--- src/rtl/trap_seq_pkg.sv ---
package trap_seq_pkg;

  localparam int VA_W     = 64;
  localparam int TT_W     = 9;
  localparam int PST_W    = 12;
  localparam int TSTATE_W = 40;

  // processor-state bit positions
  localparam int PS_AG   = 0;
  localparam int PS_PRIV = 2;
  localparam int PS_PEF  = 4;
  localparam int PS_RED  = 5;
  localparam int PS_MG   = 10;
  localparam int PS_IG   = 11;

  localparam logic [PST_W-1:0] SAVE_PST_MASK = 12'hF3F;

  // trap type codes this block decodes
  localparam logic [TT_W-1:0] TT_INTR_VEC  = 9'h060;
  localparam logic [TT_W-1:0] TT_INSN_FLT  = 9'h008;
  localparam logic [TT_W-1:0] TT_DATA_FLT  = 9'h030;
  localparam logic [TT_W-1:0] TT_MMU_FIRST = 9'h064;
  localparam logic [TT_W-1:0] TT_MMU_LAST  = 9'h06F;
  localparam logic [TT_W-1:0] TT_CLEAN_WIN = 9'h024;
  localparam logic [2:0]      GRP_SPILL    = 3'b010;
  localparam logic [2:0]      GRP_FILL     = 3'b011;

  typedef enum logic [1:0] {
    GSET_ALT  = 2'd0,
    GSET_MMU  = 2'd1,
    GSET_INTR = 2'd2
  } gset_e;

  typedef struct packed {
    logic [TSTATE_W-1:0] tstate;
    logic [VA_W-1:0]     tpc;
    logic [VA_W-1:0]     tnpc;
    logic [TT_W-1:0]     tt;
  } save_ent_t;

  function automatic gset_e gset_of(input logic [TT_W-1:0] tt);
    if (tt == TT_INTR_VEC)
      return GSET_INTR;
    else if (tt == TT_INSN_FLT || tt == TT_DATA_FLT ||
             (tt >= TT_MMU_FIRST && tt <= TT_MMU_LAST))
      return GSET_MMU;
    else
      return GSET_ALT;
  endfunction

endpackage

--- src/rtl/trap_level_ctl.sv ---
module trap_level_ctl #(
  parameter int MAX_TL = 6,
  parameter int TL_W   = 3
) (
  input  logic [TL_W-1:0] tl_i,
  output logic            fatal_o,
  output logic            red_o,
  output logic [TL_W-1:0] tl_next_o,
  output logic            tl_above1_o
);

  localparam logic [TL_W-1:0] LIMIT   = TL_W'(MAX_TL);
  localparam logic [TL_W-1:0] LAST_OK = TL_W'(MAX_TL - 1);

  always_comb begin
    fatal_o     = (tl_i >= LIMIT);
    red_o       = (tl_i >= LAST_OK);
    tl_next_o   = tl_i + TL_W'(1);
    tl_above1_o = (tl_next_o > TL_W'(1));
  end

endmodule

--- src/rtl/trap_pstate_ctl.sv ---
module trap_pstate_ctl
  import trap_seq_pkg::*;
(
  input  logic [TT_W-1:0]  tt_i,
  input  logic [PST_W-1:0] pstate_i,
  input  logic             red_i,
  output logic [PST_W-1:0] pst_saved_o,
  output logic [PST_W-1:0] pst_next_o
);

  gset_e gset;

  always_comb begin
    gset        = gset_of(tt_i);
    pst_saved_o = pstate_i;
    if (red_i)
      pst_saved_o[PS_RED] = 1'b1;

    pst_next_o          = pst_saved_o;
    pst_next_o[PS_AG]   = 1'b0;
    pst_next_o[PS_MG]   = 1'b0;
    pst_next_o[PS_IG]   = 1'b0;
    pst_next_o[PS_PRIV] = 1'b1;
    pst_next_o[PS_PEF]  = 1'b1;
    case (gset)
      GSET_INTR: pst_next_o[PS_IG] = 1'b1;
      GSET_MMU:  pst_next_o[PS_MG] = 1'b1;
      default:   pst_next_o[PS_AG] = 1'b1;
    endcase
  end

endmodule

--- src/rtl/trap_cwp_ctl.sv ---
module trap_cwp_ctl
  import trap_seq_pkg::*;
#(
  parameter int NWIN  = 8,
  parameter int CWP_W = 3
) (
  input  logic [TT_W-1:0]  tt_i,
  input  logic [CWP_W-1:0] cwp_i,
  input  logic [CWP_W-1:0] cansave_i,
  output logic [CWP_W-1:0] cwp_next_o
);

  localparam bit POW2 = ((NWIN & (NWIN - 1)) == 0);

  logic [CWP_W-1:0] dec1, spill_w, fill_w;

  generate
    if (POW2) begin : g_wrap_pow2
      always_comb begin
        dec1    = cwp_i - CWP_W'(1);
        spill_w = cwp_i - cansave_i - CWP_W'(2);
        fill_w  = cwp_i + CWP_W'(1);
      end
    end else begin : g_wrap_mod
      always_comb begin
        dec1    = CWP_W'((int'(cwp_i) + NWIN - 1) % NWIN);
        spill_w = CWP_W'((int'(cwp_i) + 2 * NWIN - int'(cansave_i) - 2) % NWIN);
        fill_w  = CWP_W'((int'(cwp_i) + 1) % NWIN);
      end
    end
  endgenerate

  always_comb begin
    cwp_next_o = cwp_i;
    if (tt_i == TT_CLEAN_WIN)
      cwp_next_o = dec1;
    else if (tt_i[8:6] == GRP_SPILL)
      cwp_next_o = spill_w;
    else if (tt_i[8:6] == GRP_FILL)
      cwp_next_o = fill_w;
  end

endmodule

--- src/rtl/trap_vector_gen.sv ---
module trap_vector_gen
  import trap_seq_pkg::*;
(
  input  logic [VA_W-1:0] tba_i,
  input  logic [TT_W-1:0] tt_i,
  input  logic            nested_i,
  output logic [VA_W-1:0] pc_o,
  output logic [VA_W-1:0] npc_o
);

  localparam logic [VA_W-1:0] BASE_MASK = ~VA_W'(64'h7FFF);

  logic [VA_W-1:0] offset;

  always_comb begin
    offset = VA_W'({nested_i, tt_i, 5'b0_0000});
    pc_o   = (tba_i & BASE_MASK) | offset;
    npc_o  = pc_o + VA_W'(4);
  end

endmodule

--- src/rtl/trap_save_stack.sv ---
module trap_save_stack
  import trap_seq_pkg::*;
#(
  parameter int DEPTH = 8,
  parameter int IDX_W = 3
) (
  input  logic             clk,
  input  logic             rst_n,
  input  logic             we_i,
  input  logic [IDX_W-1:0] wa_i,
  input  save_ent_t        wd_i,
  input  logic [IDX_W-1:0] ra_i,
  output save_ent_t        rd_o
);

  save_ent_t slot_view [DEPTH];

  generate
    for (genvar g = 0; g < DEPTH; g++) begin : g_slot
      save_ent_t ent_q;
      logic      ent_en;

      assign ent_en = we_i && (wa_i == IDX_W'(g));

      always_ff @(posedge clk or negedge rst_n) begin
        if (!rst_n)
          ent_q <= '0;
        else if (ent_en)
          ent_q <= wd_i;
      end

      assign slot_view[g] = ent_q;
    end
  endgenerate

  assign rd_o = slot_view[ra_i];

endmodule

--- src/rtl/trap_entry_seq.sv ---
module trap_entry_seq
  import trap_seq_pkg::*;
#(
  parameter int NWIN      = 8,
  parameter int MAX_TL    = 6,
  parameter int STK_DEPTH = 8,
  localparam int CWP_W    = $clog2(NWIN),
  localparam int TL_W     = $clog2(STK_DEPTH)
) (
  input  logic                clk,
  input  logic                rst_n,
  input  logic                req_i,
  input  logic [TT_W-1:0]     tt_i,
  input  logic [VA_W-1:0]     pc_i,
  input  logic [VA_W-1:0]     npc_i,
  input  logic [7:0]          ccr_i,
  input  logic [7:0]          asi_i,
  input  logic [PST_W-1:0]    pstate_i,
  input  logic [CWP_W-1:0]    cwp_i,
  input  logic [CWP_W-1:0]    cansave_i,
  input  logic [VA_W-1:0]     tba_i,
  input  logic [TL_W-1:0]     tl_i,
  output logic                done_o,
  output logic                err_o,
  output logic [TL_W-1:0]     tl_o,
  output logic [PST_W-1:0]    pstate_o,
  output logic [CWP_W-1:0]    cwp_o,
  output logic [VA_W-1:0]     pc_o,
  output logic [VA_W-1:0]     npc_o,
  input  logic [TL_W-1:0]     rd_lvl_i,
  output logic [TSTATE_W-1:0] rd_tstate_o,
  output logic [VA_W-1:0]     rd_tpc_o,
  output logic [VA_W-1:0]     rd_tnpc_o,
  output logic [TT_W-1:0]     rd_tt_o
);

  // ---------------- combinational trap datapath ----------------
  logic             fatal, red, above1;
  logic [TL_W-1:0]  tl_nx;
  logic [PST_W-1:0] pst_saved, pst_nx;
  logic [CWP_W-1:0] cwp_nx;
  logic [VA_W-1:0]  vec_pc, vec_npc;
  logic             commit;
  save_ent_t        wr_ent, rd_ent;

  trap_level_ctl #(.MAX_TL(MAX_TL), .TL_W(TL_W)) u_level (
    .tl_i        (tl_i),
    .fatal_o     (fatal),
    .red_o       (red),
    .tl_next_o   (tl_nx),
    .tl_above1_o (above1)
  );

  trap_pstate_ctl u_pstate (
    .tt_i        (tt_i),
    .pstate_i    (pstate_i),
    .red_i       (red),
    .pst_saved_o (pst_saved),
    .pst_next_o  (pst_nx)
  );

  trap_cwp_ctl #(.NWIN(NWIN), .CWP_W(CWP_W)) u_cwp (
    .tt_i       (tt_i),
    .cwp_i      (cwp_i),
    .cansave_i  (cansave_i),
    .cwp_next_o (cwp_nx)
  );

  trap_vector_gen u_vec (
    .tba_i    (tba_i),
    .tt_i     (tt_i),
    .nested_i (above1),
    .pc_o     (vec_pc),
    .npc_o    (vec_npc)
  );

  assign commit = req_i && !fatal;

  always_comb begin
    wr_ent.tstate = {ccr_i, asi_i, 4'b0000, pst_saved & SAVE_PST_MASK,
                     {(8 - CWP_W){1'b0}}, cwp_i};
    wr_ent.tpc    = pc_i;
    wr_ent.tnpc   = npc_i;
    wr_ent.tt     = tt_i;
  end

  trap_save_stack #(.DEPTH(STK_DEPTH), .IDX_W(TL_W)) u_stack (
    .clk   (clk),
    .rst_n (rst_n),
    .we_i  (commit),
    .wa_i  (tl_nx),
    .wd_i  (wr_ent),
    .ra_i  (rd_lvl_i),
    .rd_o  (rd_ent)
  );

  assign rd_tstate_o = rd_ent.tstate;
  assign rd_tpc_o    = rd_ent.tpc;
  assign rd_tnpc_o   = rd_ent.tnpc;
  assign rd_tt_o     = rd_ent.tt;

  // ---------------- result registers: next state ----------------
  logic             done_d, err_d;
  logic [TL_W-1:0]  tl_d;
  logic [PST_W-1:0] pst_d;
  logic [CWP_W-1:0] cwp_d;
  logic [VA_W-1:0]  pc_d, npc_d;
  logic             res_en;

  always_comb begin
    done_d = req_i;
    err_d  = req_i && fatal;
    res_en = commit;
    tl_d   = tl_nx;
    pst_d  = pst_nx;
    cwp_d  = cwp_nx;
    pc_d   = vec_pc;
    npc_d  = vec_npc;
  end

  // ---------------- result registers: state ----------------
  always_ff @(posedge clk or negedge rst_n) begin
    if (!rst_n) begin
      done_o <= 1'b0;
      err_o  <= 1'b0;
    end else begin
      done_o <= done_d;
      err_o  <= err_d;
    end
  end

  always_ff @(posedge clk or negedge rst_n) begin
    if (!rst_n) begin
      tl_o     <= '0;
      pstate_o <= '0;
      cwp_o    <= '0;
      pc_o     <= '0;
      npc_o    <= '0;
    end else if (res_en) begin
      tl_o     <= tl_d;
      pstate_o <= pst_d;
      cwp_o    <= cwp_d;
      pc_o     <= pc_d;
      npc_o    <= npc_d;
    end
  end

  // ---------------- assertions ----------------
  AST_ERR_AT_LIMIT: assert property (@(posedge clk) disable iff (!rst_n)
    done_o |-> (err_o == ($past(tl_i) >= TL_W'(MAX_TL))));

  AST_ERR_HOLDS: assert property (@(posedge clk) disable iff (!rst_n)
    err_o |-> ($stable(tl_o) && $stable(pstate_o) && $stable(cwp_o) &&
               $stable(pc_o) && $stable(npc_o)));

  AST_TL_STEP: assert property (@(posedge clk) disable iff (!rst_n)
    (done_o && !err_o) |-> (tl_o == $past(tl_i) + TL_W'(1)));

  AST_RED_AT_TOP: assert property (@(posedge clk) disable iff (!rst_n)
    (done_o && !err_o && tl_o == TL_W'(MAX_TL)) |-> pstate_o[PS_RED]);

  AST_ONE_GSET: assert property (@(posedge clk) disable iff (!rst_n)
    (done_o && !err_o) |-> ($countones({pstate_o[PS_IG], pstate_o[PS_MG], pstate_o[PS_AG]}) == 1
                            && pstate_o[PS_PRIV] && pstate_o[PS_PEF]));

  AST_CWP_PLAIN: assert property (@(posedge clk) disable iff (!rst_n)
    (done_o && !err_o && $past(tt_i) != TT_CLEAN_WIN && $past(tt_i[8:7]) != 2'b01)
      |-> (cwp_o == $past(cwp_i)));

  AST_VEC_FIELDS: assert property (@(posedge clk) disable iff (!rst_n)
    (done_o && !err_o) |-> (pc_o[13:5] == $past(tt_i) && pc_o[4:0] == 5'd0 &&
                            pc_o[14] == (tl_o > TL_W'(1))));

  AST_DONE_SINGLE: assert property (@(posedge clk) disable iff (!rst_n)
    (req_i && !$past(req_i)) |=> (done_o ##1 !done_o));

endmodule

--- config.mk ---
export PLATFORM = sky130hd
export DESIGN_NAME = trap_entry_seq
export DESIGN_NICKNAME = d
export VERILOG_FILES = /design/src/rtl/trap_seq_pkg.sv /design/src/rtl/trap_level_ctl.sv /design/src/rtl/trap_pstate_ctl.sv /design/src/rtl/trap_cwp_ctl.sv /design/src/rtl/trap_vector_gen.sv /design/src/rtl/trap_save_stack.sv /design/src/rtl/trap_entry_seq.sv
export SDC_FILE = /design/constraint.sdc
export NUM_CORES = 2
export LEC_CHECK = 0
export BUFFER_PORTS_ARGS = -buffer_cell sky130_fd_sc_hd__buf_4
export CAP_MARGIN = 10
export CELL_PAD_IN_SITES_DETAIL_PLACEMENT = 2
export CELL_PAD_IN_SITES_GLOBAL_PLACEMENT = 2
export CORE_MARGIN = 3
export CORE_UTILIZATION = 49
export CTS_BUF_LIST = sky130_fd_sc_hd__clkbuf_8
export DETAILED_ROUTE_END_ITERATION = 10
export GPL_ROUTABILITY_DRIVEN = 1
export PLACE_DENSITY = 0.9
export SYNTH_ARGS = -nofsm -noshare
export SYNTH_HDL_FRONTEND = slang
export SYNTH_SLANG_ARGS = --single-unit
--- constraint.sdc ---
create_clock -name clk -period 3.45 [get_ports clk]
set_input_delay 0.1725 -clock clk [delete_from_list [all_inputs] [get_ports clk]]
set_output_delay 0.1725 -clock clk [all_outputs]
set_load 0.005 [all_outputs]
* Word level (Yosys, flattened, before mapping)
Cells that the tools add are included. W data, S select, Z words.
Storage, ports and cells: register bits after elaboration 1476, input bits 244, output and inout bits 325
Operators by class: add/sub/neg operators 6, order comparisons 6, eq/ne operators 15, multiplexer cells 12, bitwise operators 2, reduce and logical (&&, ||, !) cells 16
Operator list (count):
- $bmux W177 S3 | 1
- $mux W177 | 2
- $add A64 B3 Y64 const B | 1
- $or A64 B15 Y64 | 1
- $eq A9 B6 Y1 const B | 2
- $eq A3 B2 Y1 const B | 4
- $eq A3 B3 Y1 const B | 4
- $logic_and A1 B1 Y1 | 11
- $eq A9 B4 Y1 const B | 1
- $eq A9 B7 Y1 const B | 1
- $ge A9 B7 Y1 const B | 1
- $le A9 B7 Y1 const B | 1
- $mux W3 | 3
- $add A3 B1 Y3 const B | 2
- $ge A3 B3 Y1 const B | 2
- $mux W1 | 5
- $ge A4 B4 Y1 const B | 1
- $not A3 Y4 | 1
- $eq A3 B1 Y1 const B | 1
- $gt A3 B1 Y1 const B | 1
- $logic_not A3 Y1 | 1
- $sub A3 B1 Y3 const B | 1
- $sub A3 B2 Y3 const B | 1
- $sub A3 B3 Y3 | 1
- 6 further kinds | 7

* Depth between registers and ports, before layout
word-level depth 8, depth in mapped cells 10, depth with buffers taken out 9

* Cells and area by module
From an unflattened synthesis, not the netlist that was laid out.
Second synthesis, totals: cells, all modules 4158, area, all modules 70398.8 sq um
Modules (own cells, without submodules):
- trap_save_stack | instances 1, cells an instance 3629, area each 62747.7 sq um, seq. area each 35434.0 sq um
- trap_entry_seq | instances 1, cells an instance 313, area each 6043.3 sq um, seq. area each 3703.6 sq um
- trap_vector_gen | instances 1, cells an instance 130, area each 968.4 sq um, seq. area each 0.0 sq um
- trap_pstate_ctl | instances 1, cells an instance 38, area each 282.8 sq um, seq. area each 0.0 sq um
- trap_cwp_ctl | instances 1, cells an instance 37, area each 259.0 sq um, seq. area each 0.0 sq um
- trap_level_ctl | instances 1, cells an instance 11, area each 97.6 sq um, seq. area each 0.0 sq um

* Worst setup path after synthesis
OpenSTA, ideal clock, no wires.
kind in2reg, from in tl_i[0], to reg u_stack.g_slot[5].ent_q[22] (netlist bit), setup time 125 ps, arrival 1916 ps, data required time 3325 ps, setup slack 1409 ps, cell stages on the path 9, path through inv_1 -> ha_1 -> or3b_1 -> mux2i_1 -> and3_1 -> buf_4 -> buf_6 -> buf_6 -> mux2_2
Between the ends: cells in the longest elaborated chain, start to end 4, elaborated cells on any way between the ends 6, classes of those cells add/sub (1); order compare (1); eq/ne (1); reduce/logical (3)
Ends and longest elaborated chain:
- from (decl) | line trap_entry_seq.sv:22 | input logic [TL_W-1:0] tl_i,
- branches (longest 3 deep; another with $add A3 B1 Y3)
- $logic_and A1 B1 Y1 (*) | line trap_save_stack.sv:23 | assign ent_en = we_i && (wa_i == IDX_W'(g));
- to (signal assigned) | line trap_save_stack.sv:29 | ent_q <= wd_i;
- to (decl) | line trap_save_stack.sv:20 | save_ent_t ent_q;
Every way passes the cells marked *. A chain may end at the register's enable or synchronous reset.

* Worst setup path in the final report
from in tl_i[0], to reg u_stack.g_slot[5].ent_q[3] (netlist bit)
Between the ends: elaborated cells on any way between the ends 6, classes of those cells add/sub (1); order compare (1); eq/ne (1); reduce/logical (3)
RTL lines:
- $add A3 B1 Y3 | line trap_level_ctl.sv:18 | tl_next_o = tl_i + TL_W'(1);
- named net tl_d[0] | line trap_entry_seq.sv:104 | logic [TL_W-1:0] tl_d;
- $eq A3 B3 Y1 | line trap_save_stack.sv:23
- $logic_and A1 B1 Y1 | line trap_save_stack.sv:23
The timed path passes the listed nets, and every way through them passes these cells.

==> metrics.md <==
| Metric | Value |
|---|---|
| Status | `finished, final reports clean` |
| Yosys top cell area share | `55.3%` |
| Post-synth ARST share | `100%` |
| Via density | `6.69` |
| Worst Hold Class | `input pin to flop` |
| Hold endpoint | `u_stack.g_slot[1].ent_q[135]` |
| Max_slew headroom | `30.2%` |
| Worst clock skew | `0 ns` |
| Worst-case reg-to-reg path depth | `3` |
| Mapped Cells | `3897` |
| CTS Buffer Depth | `3` |
| Ports | `569` |
| DRT iter0 DRCs | `4463` |
| Die area | `134000 sq um` |
| Overall track demand over capacity in global routing | `43.2%` |
| R2R Setup Slk | `2.05 ns` |
| Worst-Margin Slew | `1.05 ns` |
| PD cells | `709 nW/um^2` |
| RSZ-0062 raised after global routing | `no` |
| Share of layout cells above drive strength 1 | `56.1%` |
| Core area | `128000 sq um` |
| Min-delay src | `pc_i[62]` |
| # DRC | `0` |
| Crit Path Max Fanout | `19` |
| Final Hold Fails | `0` |
| RD Place Congestion | `0.767` |
| Max_cap viols | `0` |
| DRT Wirelength | `303000 um` |
| Setup CP Type | `input pin to flop` |
| Max VDD drop | `0.452 mV` |
| CTS clk-pin slew, worst paths | `0.09 ns` |
| CTS tree | `built` |
| Initial core utilization | `49.6%` |
| Critical R2R Launch | `cwp_o[0]` |
| Distinct cell type count after synthesis | `41` |
| Post-cts resize count | `0` |
| Die Span Y | `366 um` |
| Fin crit period | `3.06 ns` |
| Post-synth EDFFs | `0` |
| GRT Max-Usage Layer | `met2` |
| CTS root buffer | `clkbuf_8` |
| F_max | `327 MHz` |
| Vias in the first global route | `50900` |
| Row Count | `131` |
| Final worst-path cycle share | `88.7%` |
| Post-CTS Hold Buffers | `308` |
| Post-Syn Area | `63600 sq um` |
| IO buf count | `533` |
| Met3 usage | `8.33%` |
| TritonCTS Buffers | `230` |
| Clock Latency Late Sink | `0.98 ns` |
| Max-slew violations | `0` |
| Leading area contributor after synthesis | `dfrtp_1` |
| Vias | `44900` |
| Setup crit start kind | `input pin` |
| Yosys Warn Count | `0` |
| Synth area leaders | `dfrtp_1 55%, mux2_2 22%, mux4_2 12%` |
| Nets | `5019` |
| Critical path arrival | `3.90 ns` |
| Post-CTS setup buffers | `0` |
| Chip width | `366 um` |
| First-pass GRT wire length | `418000 um` |
| Post-DP HPWL | `130000 um` |
| Worst Setup End Kind | `flop` |
| Grt met2 use | `75.6%` |
| Hold Slack | `0.0601 ns` |
| Leakage Power | `0.0353 uW` |
| H-tree depth | `4` |
| CP required | `4.29 ns` |
| Terminus of the critical flop-to-flop path | `cwp_o[0]` |
| WL per Instance | `45.2 um` |
| Met1 usage | `48.8%` |
| Largest net degree at the start of global routing | `107` |
| Initial antenna violation count | `23` |
| Setup Viol. Count Final | `0` |
| Area delta synth->final | `21.6%` |
| Top_reg_cell synth | `dfrtp_1` |
| Syn_area_per_cell | `16.3 sq um` |
| Sink Count | `1406` |
| Hold path cells | `3` |
| Seq cells post-synth | `1406` |
| GR Overflow Total | `0` |
| DR pass1 iterations | `5` |
| Detail Route Antenna Nets | `0` |
| Register area share after synthesis | `55.3%` |
| Setup total negative slack | `0 ns` |
-- worst max-delay path, stage by stage --
cell and delay, ns:
dlygate4sd3_1 0.53, buf_4 0.17, inv_1 0.14, ha_1 0.36, or3b_1 0.52, mux2i_1 0.42
and3_4 0.57, buf_12 0.31, buf_4 0.24, mux2_2 0.43
-- kinds of logic after synthesis --
family / share of synthesized area (%)
mux: 38.9
flops: 55.3
buf+inv: 3.40
simple gates: 1.67
compound gates: 0.429
fa+ha+maj: 0.197
xor+xnor: 0.0688
other cells: 0.00589
-- sequential cells by signal, summed over array words and instances, names as in the netlist --
register              count
npc_o                     1
pstate_o                 11
tl_o                      3
err_o                     1
pc_o                     58
cwp_o                     3
done_o                    1
u_stack.g_slot.ent_q   1328
-- layer usage --
| layer | vias up | wire (um) |
|---|---|---|
| met4 | 10 | 24900 |
| met1 | 24500 | 106000 |
| met5 | - | 72 |
| met2 | 3015 | 153000 |
| li1 | 16000 | - |
| met3 | 1353 | 19000 |
-- report_power, final --
| part | switching (uW) | internal, uW | total, uW | leakage [uW] |
|---|---|---|---|---|
| Sequential | 4230 | 20600 | 24800 | 0.0172 |
| Combinational | 6160 | 7080 | 13200 | 0.0154 |
| Clock | 8840 | 7940 | 16800 | 0.00278 |
| Total | 19200 | 35600 | 54800 | 0.0353 |
-- cell usage after synthesis, types with 2 or more instances --
cell      instances
buf_6            50
nand2_1         222
ha_1             10
nand2b_1          4
o21ai_0          29
buf_1            14
inv_1            10
nand3_1           3
mux2_2         1261
or3_1             3
mux2_4          184
clkbuf_1        103
mux2i_1           2
and3_1            3
xnor2_1           4
nor2_1           15
nand4b_1          2
nand3_4           2
mux4_2          332
buf_4            84
dfrtp_1        1406
a21oi_1          10
a31oi_1           2
o22a_1            2
mux2_1           27
buf_2            98
-- stage by stage --
| step | utilization [%] | power [uW] | cell area [sq um] | setup slack [ns] | instances |
|---|---|---|---|---|---|
| floorplan | - | 29200 | 63700 | 1.41 | 3916 |
| global placement | 54.2 | 32600 | 69500 | 0.755 | 5954 |
| detailed placement | 54.2 | 34500 | 69500 | 0.567 | 5954 |
| CTS | 60.3 | 51900 | 77300 | 0.781 | 6682 |
| global route | 60.4 | 55900 | 77400 | 0.500 | 6701 |
| finish | 60.4 | 54800 | 77400 | 0.388 | 6707 |
-- layout by cell type, fill, tap and decap left out, drive strengths merged, types with 4 or more instances in the layout --
| cell | instances |
|---|---|
| mux4 | 332 |
| clkinv | 27 |
| bufinv | 4 |
| diode | 25 |
| ha | 10 |
| inv | 105 |
| dlygate4sd3 | 307 |
| nand3 | 5 |
| a21oi | 10 |
| nand2b | 4 |
| dfrtp | 1406 |
| buf | 659 |
| mux2 | 1472 |
| conb | 20 |
| clkbuf | 293 |
| xnor2 | 4 |
| nand2 | 222 |
| o21ai | 29 |
| nor2 | 15 |
-- how the worst max path moves through the flow --
stage | from | end | slack, ns | cells after the start
final | tl_i[0] | u_stack.g_slot[5].ent_q[3] | 0.39 | 10
after global routing | tl_i[0] | u_stack.g_slot[5].ent_q[3] | 0.50 | 10
after CTS | u_stack.g_slot[0].ent_q[101] | rd_tpc_o[28] | 0.78 | 3
after detailed placement | tl_i[0] | u_stack.g_slot[4].ent_q[80] | 0.57 | 8
after global placement | tl_i[0] | u_stack.g_slot[5].ent_q[121] | 0.76 | 9
after floorplan | tl_i[0] | u_stack.g_slot[5].ent_q[22] | 1.41 | 9
-- final cells by class --
class / instances / area, sq um
flip-flops and latches: 1406 / 35200
fillers: 10800 / 50800
clock buffers: 293 / 4030
multi-input cells: 2151 / 26400
well taps: 1729 / 2160
clock inverters: 127 / 692
inverters: 10 / 37.5
diodes: 25 / 62.6
repair buffers: 966 / 8800
No activity file was read; power rests on OpenSTA's default activity.
